==> src/rtl/hrp_pkg.sv <==
package hrp_pkg;
    localparam logic [2:0] MODE_SEP = 3'b011;
    localparam logic [2:0] MODE_SHR = 3'b001;

    localparam logic [7:0] A_STATUS = 8'h00;
    localparam logic [7:0] A_ENABLE = 8'h01;
    localparam logic [7:0] A_STRCH  = 8'h02;
    localparam logic [7:0] A_IDENT  = 8'h03;
    localparam logic [7:0] A_SCR    = 8'h10;

    typedef enum logic [1:0] {
        ST_IDLE    = 2'd0,
        ST_STRETCH = 2'd1,
        ST_READY   = 2'd2
    } cyc_state_t;
endpackage

==> src/rtl/hrp_addr_path.sv <==
module hrp_addr_path
    import hrp_pkg::*;
(
    input  logic       clk,
    input  logic       rst_n,
    input  logic [2:0] mode_sel,
    input  logic       ale,
    input  logic [7:0] host_addr,
    input  logic [7:0] dat_in,
    output logic       mode_ok,
    output logic [7:0] eff_addr,
    output logic [7:0] lat_addr
);
    logic is_sep;
    logic is_shr;
    logic ale_q;

    assign is_sep  = (mode_sel == MODE_SEP);
    assign is_shr  = (mode_sel == MODE_SHR);
    assign mode_ok = is_sep | is_shr;

    always_ff @(posedge clk or negedge rst_n) begin
        if (!rst_n) begin
            ale_q    <= 1'b0;
            lat_addr <= '0;
        end else begin
            ale_q <= is_shr ? ale : 1'b0;
            if (is_shr && ale_q && !ale)
                lat_addr <= dat_in;
        end
    end

    assign eff_addr = is_sep ? host_addr : lat_addr;
endmodule

==> src/rtl/hrp_cycle_fsm.sv <==
module hrp_cycle_fsm
    import hrp_pkg::*;
#(
    parameter int WAIT_W = 4
) (
    input  logic              clk,
    input  logic              rst_n,
    input  logic              mode_ok,
    input  logic              cs_n,
    input  logic              we_n,
    input  logic              re_n,
    input  logic [7:0]        eff_addr,
    input  logic [WAIT_W-1:0] wait_len,
    output logic              wait_n,
    output logic              cm_wr,
    output logic              cm_rd,
    output logic [7:0]        cm_addr,
    output logic              rd_oe
);
    cyc_state_t        state_q, state_d;
    logic [WAIT_W-1:0] cnt_q, cnt_d;
    logic              kind_q, kind_d;
    logic [7:0]        addr_q, addr_d;
    logic              req, keep, commit, kind_now;

    assign req  = mode_ok && !cs_n && (!we_n || !re_n);
    assign keep = mode_ok && !cs_n && (kind_q ? !we_n : !re_n);

    always_ff @(posedge clk or negedge rst_n) begin
        if (!rst_n) begin
            state_q <= ST_IDLE;
            cnt_q   <= '0;
            kind_q  <= 1'b0;
            addr_q  <= '0;
        end else begin
            state_q <= state_d;
            cnt_q   <= cnt_d;
            kind_q  <= kind_d;
            addr_q  <= addr_d;
        end
    end

    always_comb begin
        state_d = state_q;
        cnt_d   = cnt_q;
        kind_d  = kind_q;
        addr_d  = addr_q;
        commit  = 1'b0;
        unique case (state_q)
            ST_IDLE: begin
                if (req) begin
                    kind_d = !we_n;
                    addr_d = eff_addr;
                    if (wait_len == '0) begin
                        state_d = ST_READY;
                        commit  = 1'b1;
                    end else begin
                        state_d = ST_STRETCH;
                        cnt_d   = wait_len - WAIT_W'(1);
                    end
                end
            end
            ST_STRETCH: begin
                if (!keep) begin
                    state_d = ST_IDLE;
                end else if (cnt_q == '0) begin
                    state_d = ST_READY;
                    commit  = 1'b1;
                end else begin
                    cnt_d = cnt_q - WAIT_W'(1);
                end
            end
            ST_READY: begin
                if (!keep) state_d = ST_IDLE;
            end
            default: state_d = ST_IDLE;
        endcase
    end

    always_comb begin
        kind_now = (state_q == ST_IDLE) ? !we_n : kind_q;
        cm_addr  = (state_q == ST_IDLE) ? eff_addr : addr_q;
        cm_wr    = commit && kind_now;
        cm_rd    = commit && !kind_now;
        wait_n   = (state_q != ST_STRETCH);
        rd_oe    = (state_q == ST_READY) && !kind_q;
    end
endmodule

==> src/rtl/hrp_regfile.sv <==
module hrp_regfile
    import hrp_pkg::*;
#(
    parameter int         WAIT_W   = 4,
    parameter int         WAIT_RST = 2,
    parameter int         NSCR     = 4,
    parameter logic [7:0] ID_VAL   = 8'hA7
) (
    input  logic              clk,
    input  logic              rst_n,
    input  logic              cm_wr,
    input  logic              cm_rd,
    input  logic [7:0]        cm_addr,
    input  logic [7:0]        wdata,
    input  logic [7:0]        evt_in,
    output logic [7:0]        rdata,
    output logic [WAIT_W-1:0] wait_len,
    output logic              irq_n
);
    localparam int IW = (NSCR > 1) ? $clog2(NSCR) : 1;

    logic [7:0] status_q, enable_q, rd_mux;
    logic [7:0] scr_rd [NSCR];
    logic       scr_hit;
    logic [IW-1:0] scr_idx;
    logic       wr_status;

    assign scr_hit   = (cm_addr[7:IW] == A_SCR[7:IW]);
    assign scr_idx   = cm_addr[IW-1:0];
    assign wr_status = cm_wr && (cm_addr == A_STATUS);

    always_ff @(posedge clk or negedge rst_n) begin
        if (!rst_n) begin
            status_q <= '0;
            enable_q <= '0;
            wait_len <= WAIT_W'(WAIT_RST);
            rdata    <= '0;
        end else begin
            status_q <= (status_q & ~(wr_status ? wdata : 8'h00)) | evt_in;
            if (cm_wr && cm_addr == A_ENABLE) enable_q <= wdata;
            if (cm_wr && cm_addr == A_STRCH)  wait_len <= wdata[WAIT_W-1:0];
            if (cm_rd) rdata <= rd_mux;
        end
    end

    for (genvar g = 0; g < NSCR; g++) begin : g_scr
        logic [7:0] cell_q;
        always_ff @(posedge clk or negedge rst_n) begin
            if (!rst_n)
                cell_q <= '0;
            else if (cm_wr && scr_hit && scr_idx == IW'(g))
                cell_q <= wdata;
        end
        assign scr_rd[g] = cell_q;
    end

    always_comb begin
        rd_mux = 8'h00;
        if (scr_hit)
            rd_mux = scr_rd[scr_idx];
        else if (cm_addr == A_STATUS)
            rd_mux = status_q;
        else if (cm_addr == A_ENABLE)
            rd_mux = enable_q;
        else if (cm_addr == A_STRCH)
            rd_mux = 8'(wait_len);
        else if (cm_addr == A_IDENT)
            rd_mux = ID_VAL;
    end

    assign irq_n = ~|(status_q & enable_q);
endmodule

==> src/rtl/hostreg_port.sv <==
module hostreg_port
    import hrp_pkg::*;
#(
    parameter int         WAIT_W   = 4,
    parameter int         WAIT_RST = 2,
    parameter int         NSCR     = 4,
    parameter logic [7:0] ID_VAL   = 8'hA7
) (
    input  logic       clk,
    input  logic       rst_n,
    input  logic [2:0] mode_sel,
    input  logic [7:0] host_addr,
    input  logic [7:0] dat_in,
    output logic [7:0] dat_out,
    output logic       dat_oe,
    input  logic       cs_n,
    input  logic       we_n,
    input  logic       re_n,
    input  logic       ale,
    output logic       wait_n,
    output logic       irq_n,
    input  logic [7:0] evt_in
);
    logic              mode_ok;
    logic [7:0]        eff_addr;
    logic [7:0]        lat_addr;
    logic              cm_wr, cm_rd;
    logic [7:0]        cm_addr;
    logic [WAIT_W-1:0] wait_len;

    hrp_addr_path u_addr (
        .clk       (clk),
        .rst_n     (rst_n),
        .mode_sel  (mode_sel),
        .ale       (ale),
        .host_addr (host_addr),
        .dat_in    (dat_in),
        .mode_ok   (mode_ok),
        .eff_addr  (eff_addr),
        .lat_addr  (lat_addr)
    );

    hrp_cycle_fsm #(.WAIT_W(WAIT_W)) u_fsm (
        .clk      (clk),
        .rst_n    (rst_n),
        .mode_ok  (mode_ok),
        .cs_n     (cs_n),
        .we_n     (we_n),
        .re_n     (re_n),
        .eff_addr (eff_addr),
        .wait_len (wait_len),
        .wait_n   (wait_n),
        .cm_wr    (cm_wr),
        .cm_rd    (cm_rd),
        .cm_addr  (cm_addr),
        .rd_oe    (dat_oe)
    );

    hrp_regfile #(
        .WAIT_W   (WAIT_W),
        .WAIT_RST (WAIT_RST),
        .NSCR     (NSCR),
        .ID_VAL   (ID_VAL)
    ) u_regs (
        .clk      (clk),
        .rst_n    (rst_n),
        .cm_wr    (cm_wr),
        .cm_rd    (cm_rd),
        .cm_addr  (cm_addr),
        .wdata    (dat_in),
        .evt_in   (evt_in),
        .rdata    (dat_out),
        .wait_len (wait_len),
        .irq_n    (irq_n)
    );
endmodule

==> config.mk <==
export PLATFORM = sky130hd
export DESIGN_NAME = hostreg_port
export DESIGN_NICKNAME = d
export VERILOG_FILES = /design/src/rtl/hrp_pkg.sv /design/src/rtl/hrp_addr_path.sv /design/src/rtl/hrp_cycle_fsm.sv /design/src/rtl/hrp_regfile.sv /design/src/rtl/hostreg_port.sv
export SDC_FILE = /design/constraint.sdc
export NUM_CORES = 1
export LEC_CHECK = 0
export ABC_AREA = 1
export ABC_CLOCK_PERIOD_IN_PS = 4670
export BUFFER_PORTS_ARGS = -buffer_cell sky130_fd_sc_hd__buf_2
export CELL_PAD_IN_SITES_DETAIL_PLACEMENT = 1
export CELL_PAD_IN_SITES_GLOBAL_PLACEMENT = 1
export CORE_ASPECT_RATIO = 1.75
export CORE_MARGIN = 8
export CORE_UTILIZATION = 40
export CTS_BUF_LIST = sky130_fd_sc_hd__clkbuf_4 sky130_fd_sc_hd__clkbuf_8
export DETAILED_ROUTE_END_ITERATION = 7
export GPL_ROUTABILITY_DRIVEN = 0
export PLACE_DENSITY = 0.79
export SYNTH_ARGS = -nofsm -noshare
export SYNTH_HDL_FRONTEND = slang
export SYNTH_SLANG_ARGS = --single-unit
==> constraint.sdc <==
create_clock -name clk -period 4.67 [get_ports clk]
set_input_delay 0.467 -clock clk [delete_from_list [all_inputs] [get_ports clk]]
set_output_delay 0.467 -clock clk [all_outputs]
set_load 0.05 [all_outputs]
# Word-level counts from Yosys, hierarchy flattened

Cells that the tools add are included.

Register bits after elaboration: 84
Bits in latches: 0
Memory bits (writable): 0
Bits in read-only memories: 0
Input port bits: 33
Logic and storage cells: 105
Memories kept: 0

Add/sub/neg operators: 2
$mul: 0
Div/mod/pow operators: 0
$lt $le $gt $ge: 1
Eq/ne operators: 18
Shift operators: 0
Multiplexer cells: 30
Bitwise gates (word level): 6
Reductions and logical operators: 34

Operators with widths:

| operator              | count |
|---|---|
| $mux W8               | 10 |
| $and A8 B8 Y8         | 2 |
| $bmux W8 S2           | 1 |
| $eq A8 B2 Y1 const B  | 2 |
| $logic_and A1 B1 Y1   | 16 |
| $mux W4               | 4 |
| $mux W2               | 5 |
| $eq A8 B1 Y1 const B  | 1 |
| $logic_not A4 Y1      | 2 |
| $logic_not A8 Y1      | 1 |
| $not A8 Y8            | 1 |
| $or A8 B8 Y8          | 1 |
| $pmux W4 S2           | 1 |
| $reduce_or A8 Y1      | 1 |
| $sub A4 B1 Y4 const B | 2 |
| $logic_not A1 Y1      | 7 |
| $mux W1               | 7 |
| $eq A2 B2 Y1 const B  | 3 |
| $eq A6 B3 Y1 const B  | 1 |
| $ne A2 B1 Y1 const B  | 3 |
| $ne A2 B2 Y1 const B  | 3 |
| $pmux W2 S3           | 1 |
| $reduce_and A5 Y1     | 1 |
| $eq A2 B1 Y1 const B  | 2 |
| 12 further kinds      | 13 |

# Longest topological paths before layout

Word-level depth: 12
Depth in mapped cells: 15
Mapped depth without buffers: 14

# By module

A second synthesis with hierarchy kept.

Cell total of the unflattened synthesis: 579
Area, all modules: 4443.0 um^2

By module, submodules not included:

| module        | times used | cells an instance | area each (um^2) |
|---|---|---|---|
| hrp_regfile   | 1          | 370               | 2944.1 |
| hrp_cycle_fsm | 1          | 140               | 968.4 |
| hrp_addr_path | 1          | 69                | 530.5 |

# Least setup slack after synthesis

No wires, ideal clock.

Path kind: input port to flip-flop
Start point: in mode_sel[2]
End point: reg u_regs.g_scr[3].cell_q[0]
Library setup time: 123 ps
Arrival time: 1793 ps
Data required time: 4547 ps
Setup slack: 2754 ps
Stages: 12
Buffers on the path: 1
Path through: inv_2 > nand2_2 > or2_1 > nor2_4 > nand3_1 > nand2_1 > nand2_2 > nor2_8 > nand3_4 > buf_6 > nand2_2 > o21ai_2

Longest elaborated chain between the ends: 9

RTL lines:

| what                                                | RTL line                                 | source |
|---|---|---|
| start: declaration                                  | hostreg_port.sv:11                       | `input logic [2:0] mode_sel,` |
| $eq A3 B2 Y1 / $eq A3 B1 Y1 (equally long branches) | hrp_addr_path.sv:18, hrp_addr_path.sv:19 |  |
| $or A1 B1 Y1                                        | hrp_addr_path.sv:20                      | `assign mode_ok = is_sep \| is_shr;` |
| $logic_and A1 B1 Y1                                 | hrp_cycle_fsm.sv:26, hrp_cycle_fsm.sv:27 |  |
| $logic_and A1 B1 Y1, on equally long branches       | hrp_cycle_fsm.sv:27, hrp_cycle_fsm.sv:26 |  |
| $mux W1, on equally long branches                   | hrp_cycle_fsm.sv:64, hrp_cycle_fsm.sv:51 |  |
| $pmux W1 S2                                         | hrp_cycle_fsm.sv:49                      | `unique case (state_q)` |
| $logic_and A1 B1 Y1                                 | hrp_cycle_fsm.sv:83                      | `cm_wr = commit && kind_now;` |
| $logic_and A1 B1 Y1                                 | hrp_regfile.sv:51                        | `else if (cm_wr && scr_hit && scr_idx == IW'(g))` |
| $logic_and A1 B1 Y1 *                               | hrp_regfile.sv:51                        |  |
| end signal: assignment                              | hrp_regfile.sv:52                        | `cell_q <= wdata;` |
| end: declaration                                    | hrp_regfile.sv:47                        | `logic [7:0] cell_q;` |

Every way passes the cells marked *; elsewhere a longest branch is shown, timed or not.
A chain may end at the register's enable or synchronous reset.

# Final worst setup path

Start point: reg u_fsm.state_q[1]
End point: reg u_regs.rdata[4]

Longest elaborated chain between the ends: 7

RTL lines:

| what                                              | RTL line                                                      | source |
|---|---|---|
| start: declaration                                | hrp_cycle_fsm.sv:20                                           | `cyc_state_t state_q, state_d;` |
| start signal: assignment                          | hrp_cycle_fsm.sv:36                                           | `state_q <= state_d;` |
| $logic_not A2 Y1                                  | hrp_cycle_fsm.sv:49, hrp_cycle_fsm.sv:81, hrp_cycle_fsm.sv:82 |  |
| $mux W8                                           | hrp_cycle_fsm.sv:82                                           | `cm_addr = (state_q == ST_IDLE) ? eff_addr : addr_q;` |
| $eq A8 B2 Y1 / $not A2 Y3 (equally long branches) | hrp_regfile.sv:65, hrp_regfile.sv:60                          |  |
| $mux W8 / $bmux W8 S2 (equally long branches)     | hrp_regfile.sv:65, hrp_regfile.sv:60                          |  |
| $mux W8, on equally long branches                 | hrp_regfile.sv:63, hrp_regfile.sv:60                          |  |
| $mux W8, on equally long branches                 | hrp_regfile.sv:61, hrp_regfile.sv:60                          |  |
| $mux W8                                           | hrp_regfile.sv:59                                             | `if (scr_hit)` |
| end signal: assignment                            | hrp_regfile.sv:42                                             | `if (cm_rd) rdata <= rd_mux;` |
| end: declaration                                  | hrp_regfile.sv:16                                             | `output logic [7:0] rdata,` |

Several ways; a longest one is shown, not always the timed one. The select of a mux whose other input is x is not followed.

==> impl_metrics.tcl <==
set metrics [dict create \
    status "completed" \
    post-place-ws_ps 1950 \
    die_w_um 95.6 \
    critical_path.max_fanout 15 \
    drv_cap 0 \
    hold_class "primary input to flip-flop" \
    final_common_cell "nand2_1" \
    die_area_um2 14800 \
    antenna_found_initial 0 \
    slew_viol_final 0 \
    synth_warnings 0 \
    wl_per_cell_um 17.8 \
    reg2reg_depth 13 \
    ios 44 \
    synthDistinctLibCells 37 \
    post-route-period-util_pct 57.2 \
    whs_ps 278 \
    stdcell_count 743 \
    cp_data_arrival_time_ps 2980 \
    layout_common_cells "219 x nand2_1, 83 x dfrtp_1, 45 x inv_1" \
    clock.fmax_mhz 375 \
    placed_cells 727 \
    crit_start "u_fsm.state_q[1]" \
    final_nets 640 \
    n_antenna_cell 0 \
    ys_ff_latch 84 \
    drc 0 \
    cp-start-kind "flip-flop" \
    die-height_um 155 \
    grt_first_pass_wirelength_mm 21.9 \
    grt_pass1_vias 4309 \
    rsz0062_at_grt "no" \
    setup_violations 0 \
    via_per_inst 5.23 \
    final_hold_viol_count 0 \
    htree_levels 3 \
    clock_skew_ps 7.79 \
    rows 51 \
    cp_common_cell "nand2_1" \
    irDropWorstVdd_mv 0.255 \
    rrSetupSlack_ps 2000 \
    dr.pass1.iters 4 \
    setup_slack_ps 2000 \
    cts_tree "done" \
    syn_area_um2 4440 \
    drive_gt1_share_pct 17.7 \
    synth_area_leaders "dfrtp_1 47%, nand2_1 19%, o21ai_1 5.0%" \
    postSynthAreaPerCell_um2 7.85 \
    synth_flop_cell "dfrtp_1" \
    wirelength_mm 13.3 \
    synth-edff-count 0 \
    cpPeakStageDelay_ps 450 \
    place_hpwl_mm 10.2 \
    path_cells "nor2_4 > inv_1 > nand2_1 > nand2_1 > clkinv_2 > nand2_2 > inv_2 > nand2_1 > nand3_1 > nand2_1 > nand3_1 > nand2_1 > nand2_1" \
    cp.required_ps 4980 \
    endpoint_kind "flip-flop" \
    ant_nets 0 \
    rr_startpoint "u_fsm.state_q[1]" \
    syn2layout_area_growth_pct 11.0 \
    overflow 0 \
    cts_setup_buffers 0 \
    port-buffer-count 43 \
    synthCells 565 \
    tightestPinTransition_ps 1080 \
    async_flop_share_pct 100 \
    cts_inserted_buffers 9 \
    clk_path_buf_depth 2 \
    clk_latency_ps 370 \
    setup_tns_ps 0 \
    holdBufCountCts 0 \
    clkTransAtPathRegs_ps 90 \
    core_area_um2 11000 \
    grt_use_total_pct 19.3 \
    reg2reg_to "u_regs.rdata[4]" \
    post_cts_resized 0 \
    crit_end "u_regs.rdata[4]" \
    fin_crit_ps 2670 \
    p_per_area_nw_per_um2 552 \
    drt_iter0_drc 192 \
    grt_max_degree 85 \
    synth.largest_area_cell "dfrtp_1" \
    cts_root_buf "clkbuf_8" \
    yosysSeqAreaShare_pct 47.4 \
    crit_path_top_delay_cell "dfrtp_1" \
    num_vias 3889 \
    clkSinkCount 84 \
    relSlewSlack_pct 28.0 \
    synth_top_area_share_pct 46.8 \
    path_class "flip-flop to flip-flop" \
    p_leak_uw 0.00250 \
    initial_utilization_pct 40.4 \
    syn_nets 599 \
]
[final cells by class]
class                      instances  area [µm²]
clock inverter                     5        50.0
multi-input combinational        418        2050
inverter                          50         191
sequential                        84        2100
timing repair buffer              43         218
tap                              132         165
fill                            1447        6050
clock buffer                      11         151
[report_power, final]
| part | switching, µW | internal (µW) | total [µW] | leakage (µW) |
|---|---|---|---|---|
| combinational | 882 | 318 | 1200 | 0.00130 |
| clock | 268 | 273 | 541 | 0.000109 |
| sequential | 106 | 870 | 975 | 0.00110 |
| total | 1260 | 1460 | 2720 | 0.00250 |
[critical path: cells and delay by family (launching register included)]
family,cells,cell delay [ps]
and+or+nand+nor,10,1380
buffers and inverters,3,760
DFF,1,450
[state kept, by name, summed over array words and instances (netlist names)]
| name | flops |
|---|---|
| u_regs.status_q | 8 |
| u_fsm.addr_q | 8 |
| u_regs.g_scr.cell_q | 32 |
| u_regs.rdata | 8 |
| u_addr.ale_q | 1 |
| u_regs.wait_len | 4 |
| u_fsm.kind_q | 1 |
| u_addr.lat_addr | 8 |
| u_regs.enable_q | 8 |
| u_fsm.cnt_q | 4 |
| u_fsm.state_q | 2 |
[layer usage]
| metal | track usage [%] | wire length, µm |
|---|---|---|
| met1 | 19.4 | 4900 |
| met5 | 0 | 0 |
| met3 | 3.38 | 324 |
| met2 | 36.0 | 7580 |
| met4 | 9.58 | 458 |
[cells by family after synthesis]
| logic type | synth area share (%) |
|---|---|
| compound gates | 12.8 |
| xor+xnor | 0.395 |
| fa+ha+maj | 0.282 |
| buf+inv | 6.46 |
| flops | 47.4 |
| simple gates | 32.6 |
[how the worst min path moves through the flow]
stage / start / end / slack [ps] / cells after the start
2_1_floorplan: rst_n / u_addr.ale_q / 170 / 0
3_3_place_gp: u_regs.rdata[1] / u_regs.rdata[1] / 460 / 2
3_5_place_dp: u_regs.rdata[6] / u_regs.rdata[6] / 470 / 2
4_1_cts: evt_in[3] / u_regs.status_q[3] / 270 / 3
5_1_grt: evt_in[3] / u_regs.status_q[3] / 270 / 3
6_report: evt_in[3] / u_regs.status_q[3] / 280 / 3
[per-stage QoR]
stage               utilization (%)  cell area, µm²  power [µW]
global placement               43.0            4720        2140
floorplan                         -            4440        1870
detailed placement             43.0            4720        2190
CTS                            44.9            4920        2740
global route                   44.9            4920        2910
finish                         44.9            4920        2720
[cell usage after synthesis, types with 2 or more instances]
master and n:
nand2_1 219, dfrtp_1 83, inv_1 45, o21ai_1 44
o21ai_0 28, nor2_1 26, nand3_1 25, a21oi_1 11
nand2_2 11, nand4_1 10, o21ai_2 9, buf_6 5
nand2_4 5, buf_2 4, clkbuf_1 3, inv_2 3
nand3_2 3, nor2_2 3, nor2_4 3, nor3_1 3
o211ai_1 3, nand3_4 2, nor2_8 2, xor2_1 2
(Power assumes the default switching activity.)
